File: src/rtl/tdc_pkg.sv
// Shared encodings for the trapdoor configuration bank.
// Assumes a 3-bit port offset and byte-wide configuration data.
package tdc_pkg;

    // Unlock tracker state
    typedef enum logic [1:0] {
        TRK_IDLE = 2'd0,
        TRK_ONE  = 2'd1,
        TRK_TWO  = 2'd2
    } trk_e;

    // Port offsets whose meaning the block decodes
    localparam logic [2:0] OFF_RDT   = 3'd0;  // read timing (open)
    localparam logic [2:0] OFF_PROBE = 3'd1;  // unlock read / write timing
    localparam logic [2:0] OFF_KEY   = 3'd2;  // open / close key
    localparam logic [2:0] OFF_CTL   = 3'd3;  // control register
    localparam logic [2:0] OFF_STRAP = 3'd5;  // strap probe
    localparam logic [2:0] OFF_MISC  = 3'd6;  // device number / address setup

    // Key and command values
    localparam logic [7:0] KEY_OPEN   = 8'h03;
    localparam logic [7:0] KEY_CLOSE  = 8'h83;
    localparam logic [7:0] CTL_COMMIT = 8'h85;
    localparam logic [7:0] STRAP_ARM  = 8'hFF;

endpackage

File: src/rtl/tdc_unlock_seq.sv
// Trapdoor unlock tracker. Watches locked accesses for the sequence
// wide read @probe, wide read @probe, byte write KEY_OPEN @key.
// Any other access resets the tracker. While open, only a byte write of
// KEY_CLOSE at the key offset closes the port.
// Assumes at most one access per cycle.
module tdc_unlock_seq
    import tdc_pkg::*;
(
    input  logic       clk,
    input  logic       rst_n,
    input  logic       acc_valid,
    input  logic       acc_write,
    input  logic       acc_wide,
    input  logic [2:0] acc_off,
    input  logic [7:0] acc_wdata,
    output logic       cfg_open
);

    trk_e trk_q;
    logic is_probe;
    logic is_key_wr;

    // Decode the two access shapes the sequence depends on
    always_comb begin
        is_probe  = !acc_write && acc_wide && (acc_off == OFF_PROBE);
        is_key_wr = acc_write && !acc_wide && (acc_off == OFF_KEY);
    end

    // Advance the tracker and the open flag on each access
    always_ff @(posedge clk) begin
        if (!rst_n) begin
            trk_q    <= TRK_IDLE;
            cfg_open <= 1'b0;
        end else if (acc_valid) begin
            if (cfg_open) begin
                trk_q <= TRK_IDLE;
                if (is_key_wr && (acc_wdata == KEY_CLOSE))
                    cfg_open <= 1'b0;
            end else if (is_probe) begin
                trk_q <= (trk_q == TRK_IDLE) ? TRK_ONE : TRK_TWO;
            end else begin
                trk_q <= TRK_IDLE;
                if (is_key_wr && (acc_wdata == KEY_OPEN) && (trk_q == TRK_TWO))
                    cfg_open <= 1'b1;
            end
        end
    end

endmodule

File: src/rtl/tdc_strap_probe.sv
// Strap probe. A byte write of STRAP_ARM at the strap offset arms it.
// The next access, if it is a wide read at the strap offset, is a strap
// hit. Every access clears the armed flag.
// Works the same whether the port is locked or open.
module tdc_strap_probe
    import tdc_pkg::*;
(
    input  logic       clk,
    input  logic       rst_n,
    input  logic       acc_valid,
    input  logic       acc_write,
    input  logic       acc_wide,
    input  logic [2:0] acc_off,
    input  logic [7:0] acc_wdata,
    output logic       strap_hit
);

    logic armed_q;
    logic arm_wr;

    // Recognise the arming write
    always_comb begin
        arm_wr = acc_write && !acc_wide && (acc_off == OFF_STRAP) &&
                 (acc_wdata == STRAP_ARM);
    end

    // Armed flag lives for exactly one following access
    always_ff @(posedge clk) begin
        if (!rst_n)
            armed_q <= 1'b0;
        else if (acc_valid)
            armed_q <= arm_wr;
    end

    // The current access is the armed strap read
    always_comb begin
        strap_hit = armed_q && acc_valid && !acc_write && acc_wide &&
                    (acc_off == OFF_STRAP);
    end

endmodule

File: src/rtl/tdc_cfg_regs.sv
// Configuration register storage. Per-device read, write and address
// setup timing, a shared control register, and the misc-offset phase
// that alternates device number and address setup.
// Assumes writes arrive only as byte writes while the port is open.
module tdc_cfg_regs
    import tdc_pkg::*;
#(
    parameter int DATA_W  = 8,
    parameter int NUM_DEV = 2,
    localparam int DEV_W  = (NUM_DEV > 1) ? $clog2(NUM_DEV) : 1
) (
    input  logic                             clk,
    input  logic                             rst_n,
    input  logic                             cfg_open,
    input  logic                             acc_valid,
    input  logic                             acc_write,
    input  logic                             acc_wide,
    input  logic [2:0]                       acc_off,
    input  logic [DATA_W-1:0]                acc_wdata,
    output logic [NUM_DEV-1:0][DATA_W-1:0]   rd_t,
    output logic [NUM_DEV-1:0][DATA_W-1:0]   wr_t,
    output logic [NUM_DEV-1:0][DATA_W-1:0]   ad_t,
    output logic                             override,
    output logic [DATA_W-1:0]                cfg_rdata
);

    logic             wr_en;
    logic             misc_wr;
    logic             misc_phase_q;
    logic [DEV_W-1:0] cur_dev_q;
    logic [DATA_W-1:0] ctl_q;

    // Qualify writes that may touch configuration state
    always_comb begin
        wr_en   = cfg_open && acc_valid && acc_write && !acc_wide;
        misc_wr = wr_en && (acc_off == OFF_MISC);
    end

    // Misc phase: 0 expects a device number, 1 expects address setup
    always_ff @(posedge clk) begin
        if (!rst_n || !cfg_open)
            misc_phase_q <= 1'b0;
        else if (misc_wr)
            misc_phase_q <= !misc_phase_q;
    end

    // Latch the device number on the first misc write of a pair
    always_ff @(posedge clk) begin
        if (!rst_n)
            cur_dev_q <= '0;
        else if (misc_wr && !misc_phase_q)
            cur_dev_q <= acc_wdata[DEV_W-1:0];
    end

    // Control register; its value decides the override
    always_ff @(posedge clk) begin
        if (!rst_n)
            ctl_q <= '0;
        else if (wr_en && (acc_off == OFF_CTL))
            ctl_q <= acc_wdata;
    end

    assign override = (ctl_q == DATA_W'(CTL_COMMIT));

    // One register triple per device, updated when that device is latched
    for (genvar g = 0; g < NUM_DEV; g++) begin : g_dev
        logic sel;
        assign sel = (cur_dev_q == DEV_W'(g));

        // Per-device timing storage
        always_ff @(posedge clk) begin
            if (!rst_n) begin
                rd_t[g] <= '0;
                wr_t[g] <= '0;
                ad_t[g] <= '0;
            end else if (wr_en && sel) begin
                if (acc_off == OFF_RDT)
                    rd_t[g] <= acc_wdata;
                if (acc_off == OFF_PROBE)
                    wr_t[g] <= acc_wdata;
                if (misc_wr && misc_phase_q)
                    ad_t[g] <= acc_wdata;
            end
        end
    end

    // Read-back of the latched device's registers while open
    always_comb begin
        case (acc_off)
            OFF_RDT:   cfg_rdata = rd_t[cur_dev_q];
            OFF_PROBE: cfg_rdata = wr_t[cur_dev_q];
            OFF_CTL:   cfg_rdata = ctl_q;
            OFF_MISC:  cfg_rdata = ad_t[cur_dev_q];
            default:   cfg_rdata = '0;
        endcase
    end

endmodule

File: src/rtl/tdc_timing_out.sv
// Active timing selection. Chooses between strap defaults and programmed
// values, picks the addressed device's data timings, and reduces the
// per-device address-setup values to their maximum (the slower one).
// Purely combinational.
module tdc_timing_out #(
    parameter int          DATA_W      = 8,
    parameter int          NUM_DEV     = 2,
    parameter logic [7:0]  DFLT_DATA_0 = 8'h66,
    parameter logic [7:0]  DFLT_DATA_1 = 8'h55,
    parameter logic [7:0]  DFLT_ADDR_0 = 8'h30,
    parameter logic [7:0]  DFLT_ADDR_1 = 8'h20,
    localparam int         DEV_W       = (NUM_DEV > 1) ? $clog2(NUM_DEV) : 1
) (
    input  logic                           override,
    input  logic                           strap_clk,
    input  logic [DEV_W-1:0]               dev_sel,
    input  logic [NUM_DEV-1:0][DATA_W-1:0] rd_t,
    input  logic [NUM_DEV-1:0][DATA_W-1:0] wr_t,
    input  logic [NUM_DEV-1:0][DATA_W-1:0] ad_t,
    output logic [DATA_W-1:0]              rd_timing,
    output logic [DATA_W-1:0]              wr_timing,
    output logic [DATA_W-1:0]              addr_setup
);

    logic [DATA_W-1:0] ad_max;
    logic [DATA_W-1:0] dflt_data;
    logic [DATA_W-1:0] dflt_addr;

    // Slowest address setup across all devices
    always_comb begin
        ad_max = ad_t[0];
        for (int i = 1; i < NUM_DEV; i++)
            if (ad_t[i] > ad_max)
                ad_max = ad_t[i];
    end

    // Strap defaults for the strapped clock
    always_comb begin
        dflt_data = strap_clk ? DATA_W'(DFLT_DATA_1) : DATA_W'(DFLT_DATA_0);
        dflt_addr = strap_clk ? DATA_W'(DFLT_ADDR_1) : DATA_W'(DFLT_ADDR_0);
    end

    // Final selection between programmed values and defaults
    always_comb begin
        if (override) begin
            rd_timing  = rd_t[dev_sel];
            wr_timing  = wr_t[dev_sel];
            addr_setup = ad_max;
        end else begin
            rd_timing  = dflt_data;
            wr_timing  = dflt_data;
            addr_setup = dflt_addr;
        end
    end

endmodule

File: src/rtl/trapdoor_cfg_bank.sv
// Top of the trapdoor configuration bank. Routes accesses either to the
// task file (locked) or to the hidden configuration registers (open),
// serves the strap probe, and drives the active timings.
// Assumes one access per cycle and combinational read data.
module trapdoor_cfg_bank #(
    parameter int         BUS_W       = 16,
    parameter int         DATA_W      = 8,
    parameter int         NUM_DEV     = 2,
    parameter logic [7:0] DFLT_DATA_0 = 8'h66,
    parameter logic [7:0] DFLT_DATA_1 = 8'h55,
    parameter logic [7:0] DFLT_ADDR_0 = 8'h30,
    parameter logic [7:0] DFLT_ADDR_1 = 8'h20,
    localparam int        DEV_W       = (NUM_DEV > 1) ? $clog2(NUM_DEV) : 1
) (
    input  logic              clk,
    input  logic              rst_n,
    input  logic              acc_valid,
    input  logic              acc_write,
    input  logic              acc_wide,
    input  logic [2:0]        acc_off,
    input  logic [DATA_W-1:0] acc_wdata,
    output logic [BUS_W-1:0]  acc_rdata,
    output logic              tf_access,
    input  logic [BUS_W-1:0]  tf_rdata,
    input  logic              strap_clk,
    input  logic [DEV_W-1:0]  dev_sel,
    output logic              cfg_open,
    output logic [DATA_W-1:0] rd_timing,
    output logic [DATA_W-1:0] wr_timing,
    output logic [DATA_W-1:0] addr_setup,
    output logic              strap_override
);

    logic                           strap_hit;
    logic [NUM_DEV-1:0][DATA_W-1:0] rd_t;
    logic [NUM_DEV-1:0][DATA_W-1:0] wr_t;
    logic [NUM_DEV-1:0][DATA_W-1:0] ad_t;
    logic [DATA_W-1:0]              cfg_rdata;

    tdc_unlock_seq u_seq (
        .clk       (clk),
        .rst_n     (rst_n),
        .acc_valid (acc_valid),
        .acc_write (acc_write),
        .acc_wide  (acc_wide),
        .acc_off   (acc_off),
        .acc_wdata (acc_wdata[7:0]),
        .cfg_open  (cfg_open)
    );

    tdc_strap_probe u_strap (
        .clk       (clk),
        .rst_n     (rst_n),
        .acc_valid (acc_valid),
        .acc_write (acc_write),
        .acc_wide  (acc_wide),
        .acc_off   (acc_off),
        .acc_wdata (acc_wdata[7:0]),
        .strap_hit (strap_hit)
    );

    tdc_cfg_regs #(
        .DATA_W  (DATA_W),
        .NUM_DEV (NUM_DEV)
    ) u_regs (
        .clk       (clk),
        .rst_n     (rst_n),
        .cfg_open  (cfg_open),
        .acc_valid (acc_valid),
        .acc_write (acc_write),
        .acc_wide  (acc_wide),
        .acc_off   (acc_off),
        .acc_wdata (acc_wdata),
        .rd_t      (rd_t),
        .wr_t      (wr_t),
        .ad_t      (ad_t),
        .override  (strap_override),
        .cfg_rdata (cfg_rdata)
    );

    tdc_timing_out #(
        .DATA_W      (DATA_W),
        .NUM_DEV     (NUM_DEV),
        .DFLT_DATA_0 (DFLT_DATA_0),
        .DFLT_DATA_1 (DFLT_DATA_1),
        .DFLT_ADDR_0 (DFLT_ADDR_0),
        .DFLT_ADDR_1 (DFLT_ADDR_1)
    ) u_out (
        .override   (strap_override),
        .strap_clk  (strap_clk),
        .dev_sel    (dev_sel),
        .rd_t       (rd_t),
        .wr_t       (wr_t),
        .ad_t       (ad_t),
        .rd_timing  (rd_timing),
        .wr_timing  (wr_timing),
        .addr_setup (addr_setup)
    );

    // Pass-through to the task file only while locked and not a strap read
    always_comb begin
        tf_access = acc_valid && !cfg_open && !strap_hit;
    end

    // Read data source: strap probe, configuration bank, or task file
    always_comb begin
        if (strap_hit)
            acc_rdata = {{(BUS_W-1){1'b0}}, strap_clk};
        else if (cfg_open)
            acc_rdata = {{(BUS_W-DATA_W){1'b0}}, cfg_rdata};
        else
            acc_rdata = tf_rdata;
    end

endmodule

File: config.mk
export PLATFORM = sky130hd
export DESIGN_NAME = trapdoor_cfg_bank
export DESIGN_NICKNAME = d
export VERILOG_FILES = /design/src/rtl/tdc_pkg.sv /design/src/rtl/tdc_unlock_seq.sv /design/src/rtl/tdc_strap_probe.sv /design/src/rtl/tdc_cfg_regs.sv /design/src/rtl/tdc_timing_out.sv /design/src/rtl/trapdoor_cfg_bank.sv
export SDC_FILE = /design/constraint.sdc
export NUM_CORES = 1
export LEC_CHECK = 0
export BUFFER_PORTS_ARGS = -buffer_cell sky130_fd_sc_hd__buf_2
export CORE_MARGIN = 10
export CORE_UTILIZATION = 55
export DETAILED_ROUTE_END_ITERATION = 10
export PLACE_DENSITY = 0.82
export SYNTH_ARGS = -nofsm -noshare
export SYNTH_HDL_FRONTEND = slang
export SYNTH_SLANG_ARGS = --single-unit
File: constraint.sdc
create_clock -name clk -period 2.9 [get_ports clk]
set_input_delay 0.725 -clock clk [delete_from_list [all_inputs] [get_ports clk]]
set_output_delay 0.725 -clock clk [all_outputs]
set_load 0.1 [all_outputs]
==> flow_summary.yaml <==
setup_path:
  timing.critical_path.to: "acc_rdata[5]"
  timing.critical_path.fanout_max: 18
  worst_r2r_src: "u_seq.cfg_open$_SDFFE_PN0P_"
  cp-end-kind: "output port"
  worst_path_required_ns: 2.17
  rr_endpoint: "u_regs.ad_t[13]$_SDFFE_PN0P_"
  reg2reg_setup_slack_ns: 0.30
  worst-endpoint-arrival_ns: 2.63
  setup.worst_path.start_class: "primary input"
  critical_path_class: "in2out"
  startpoint: "acc_off[0]"
  reg2reg_depth: 5
route:
  drt-pass1-iter-count: 6
  drtAntennaViolNets: 0
  drt_drc_violations_left: 0
  routedWlPerCell_um: 29.2
  dr.first_iter.drc_count: 816
  drt-vias-per-instance: 7.06
  wirelength_um: 18200
  detailroute.via_count: 4399
placement:
  placement.cell_area_um2: 5110
  gp_congestion: 0.903
  dpl.hpwl_um: 8990
  portBuffers: 76
die:
  design.core.area_um2: 6420
  count_of_standard_cell_rows: 29
  die_area_um2: 10300
  design.portCount: 77
  initial_cell_density_of_the_core_pct: 57.1
  die_height_um: 102
  die_width_um: 102
pwr:
  seq_power_share_pct: 40.8
  p_sw_mw: 0.615
  p_per_area_nw_per_um2: 344
  power.leakage_nw: 2.32
  pwr-share-comb_pct: 19.2
  pwr-share-clk_pct: 39.9
  p_int_mw: 1.46
  power.share.switching_pct: 29.7
  max-vdd-ir-drop_uv: 436
cts:
  clk_pin_slew_ns: 0.07
  cts.hold.buffers_added: 0
  worst_skew_pair.late_latency_ns: 0.35
  cts_buffer_depth: 2
  clock_tree.htree_level_count: 3
  clock_sinks: 62
  cts_made_buffers: 9
  tritoncts: "yes"
  cts_root_buffer: "clkbuf_8"
yosys:
  netlist.area_leader.share_pct: 33.8
  arithmetic_cell_share_of_the_synthesized_area_counting_full_adders_half_adders_and_majority_gates_pct: 2.73
  post_synth.cell_area_avg_um2: 8.61
  syn-instance-count: 426
  synth_top_family_by_area: "multiplexers"
  syn_area_um2: 3670
  synth-simple-area-share_pct: 21.1
  ys_seq_elements: 62
  compound_cell_area_share_of_the_yosys_netlist_pct: 11.6
  synth_seq_area_share_pct: 33.8
  synth_top_cell_by_area: "dfxtp_1"
  number_of_flops_mapped_to_enable_cells_by_yosys: 0
  ys.warnings.count: 0
  synth-async-reset-ratio_pct: 0
  ys.flop_type: "dfxtp_1"
  portion_of_netlist_area_occupied_by_mux_cells_pct: 25.1
  synth_fp_nets: 468
  yosys.cell_types.count: 49
  synth_top_cells_by_area: "dfxtp_1 (34%), mux2i_1 (24%), nor2_1 (7.8%)"
  post_synth_xor_area_fraction_pct: 0.239
finish:
  final_nets: 584
  seq_area_um2: 1280
  antenna_diode_count: 0
  final_util_pct: 93.7
  fill_cell_total_of_the_finished_layout: 172
  fin_area_um2: 6020
  multi_input_comb_area_um2: 2900
  synthToLayoutAreaGrowth_pct: 64.1
  layout-drive-gt1-share_pct: 49.5
outcome:
  violations: "setup timing"
  result_of_the_run: "finished with violations"
grt:
  gr-total-overflow: 0
  grt_pass1_vias: 4083
  total_global_route_track_usage_pct: 26.3
  grt_max_degree: 62
  wire_length_of_the_first_global_routing_pass_um: 21200
  grt_antenna_before_repair: 0
sta:
  maxSlewHeadroom_pct: 55.1
  final.setup_skew_ns: 0.00747
  max_clock_freq_mhz: 298
  finalCritPeriodShare_pct: 116
  final.min_clock_period_ns: 3.35
  maxSlewViolCount: 0
  worst-slew-pin-transition_ns: 0.673
  postLayoutSetupSlackWorst_ns: -0.453
  fin_tns_setup_ns: -2.69
  grt_setup_unrepaired: "true"
  setup-violations-final: 14
  timing.final.hold_violations: 0
run:
  drv_cap: 0
hold_path:
  worst_hold_path_type: "reg2reg"
## synth_stat cells (2+ instances only)
library cell	instances
a211oi_1	8
a21oi_1	24
a221oi_1	2
a22oi_1	3
a31oi_1	5
and2_1	10
and3_1	5
buf_2	8
buf_4	2
buf_6	2
clkbuf_1	19
dfxtp_1	62
ha_1	8
inv_1	11
mux2i_1	87
nand2_1	16
nand3_1	9
nand3b_1	3
nand4_1	4
nand4b_1	2
nor2_1	76
nor2b_1	5
nor3_1	7
nor3_4	2
nor3b_1	3
nor4_1	2
o21ai_0	15
o221a_2	3
o22ai_1	3
## cell usage in the layout, fill, tap and decap left out, types with 3 or more instances in the layout
| cell type | n |
|---|---|
| mux2i_1 | 87 |
| nor2_1 | 70 |
| buf_4 | 48 |
| dfxtp_1 | 44 |
| buf_12 | 43 |
| buf_2 | 36 |
| dfxtp_2 | 13 |
| nand2_1 | 12 |
| a21oi_4 | 11 |
| clkbuf_8 | 9 |
| and2_2 | 8 |
| buf_6 | 8 |
| a21oi_2 | 7 |
| inv_1 | 6 |
| nor2_4 | 6 |
| a21oi_1 | 6 |
| o21ai_2 | 6 |
| nand3_2 | 6 |
| nor3_4 | 6 |
| ha_4 | 6 |
| nor2b_4 | 5 |
| a211oi_4 | 5 |
| o21ai_0 | 5 |
| dfxtp_4 | 5 |
| inv_2 | 4 |
| nand4_1 | 4 |
| o21ai_4 | 4 |
| nand2_2 | 4 |
| and3_1 | 4 |
| a31oi_4 | 3 |
| nor3b_1 | 3 |
| nand3b_1 | 3 |
| nor3_1 | 3 |
| a22oi_1 | 3 |
## through the flow
step	std cells	hold WS, ns	setup slack (ns)	total power [mW]
3_5_place_dp	571	0.465	-0.0988	1.24
6_report	623	0.521	-0.453	2.07
2_1_floorplan	426	0.433	-0.427	1.10
4_1_cts	604	0.474	-0.0691	2.03
3_3_place_gp	571	0.448	-0.0373	1.24
5_1_grt	623	0.525	-0.467	2.10
## final cells by class
cell class / instances / area share [%]
flip-flops and latches: 62 / 21.2
well taps: 77 / 1.60
multi-input cells: 321 / 48.1
inverters: 12 / 0.790
clock inverters: 4 / 1.21
repair buffers: 136 / 24.9
clock buffers: 11 / 2.18
## power groups by stage
stage | Clock [mW] | Combinational (mW) | Sequential (mW)
floorplan | 0 | 0.232 | 0.871
global placement | 0 | 0.366 | 0.871
detailed placement | 0 | 0.368 | 0.871
CTS | 0.807 | 0.372 | 0.850
global route | 0.852 | 0.405 | 0.846
finish | 0.827 | 0.399 | 0.846
## per-layer routing
metal | part of all wire (%) | vias to the layer above | global-route usage (%) | routed length [um]
li1 | - | 1753 | - | -
met1 | 33 | 2035 | 27.9 | 6070
met2 | 45 | 453 | 45.9 | 8160
met3 | 13 | 158 | 8.51 | 2440
met4 | 8.3 | 0 | 13.2 | 1500
met5 | 0 | - | 0 | 0
## registers in the layout, summed over array words and instances (netlist names)
signal / count
u_regs.ad_t: 16
u_regs.ctl_q: 8
u_regs.cur_dev_q: 1
u_regs.misc_phase_q: 1
u_regs.rd_t: 16
u_regs.wr_t: 16
u_seq.cfg_open: 1
u_seq.trk_q: 2
u_strap.armed_q: 1
## repair_timing
| item | 4_1_cts | 5_1_grt |
|---|---|---|
| gates cloned | 1 | 0 |
| hold endpoints to repair | 0 | 0 |
| setup buffers | 17 | 19 |
| setup endpoints to repair | 32 | 24 |
| pin swaps | 14 | 27 |
| gates resized for setup | 58 | 49 |
## worst min path at each step
stage	start	endpoint	slack (ns)	cells after the start
after detailed placement	u_strap.armed_q$_SDFFE_PN0P_	u_strap.armed_q$_SDFFE_PN0P_	0.47	2
after floorplan	u_strap.armed_q$_SDFFE_PN0P_	u_strap.armed_q$_SDFFE_PN0P_	0.43	2
after CTS	u_strap.armed_q$_SDFFE_PN0P_	u_strap.armed_q$_SDFFE_PN0P_	0.47	2
after global routing	u_strap.armed_q$_SDFFE_PN0P_	u_strap.armed_q$_SDFFE_PN0P_	0.53	2
final	u_strap.armed_q$_SDFFE_PN0P_	u_strap.armed_q$_SDFFE_PN0P_	0.52	2
after global placement	u_strap.armed_q$_SDFFE_PN0P_	u_strap.armed_q$_SDFFE_PN0P_	0.45	2
## cells by family after synthesis
group	Yosys count
buffers and inverters	44
AOI/OAI and AO/OA	69
xor gates and xnor gates	1
DFF	62
adders and majority gates	8
muxes	89
and+or+nand+nor	153
## worst max-delay path: stages
cell and delay [ns]:
buf_4 0.14, buf_12 0.15, nand3b_1 0.21, buf_4 0.21, o22ai_1 0.42, a21oi_1 0.24, a211oi_4 0.30, buf_12 0.21
(Power assumes the default switching activity.)
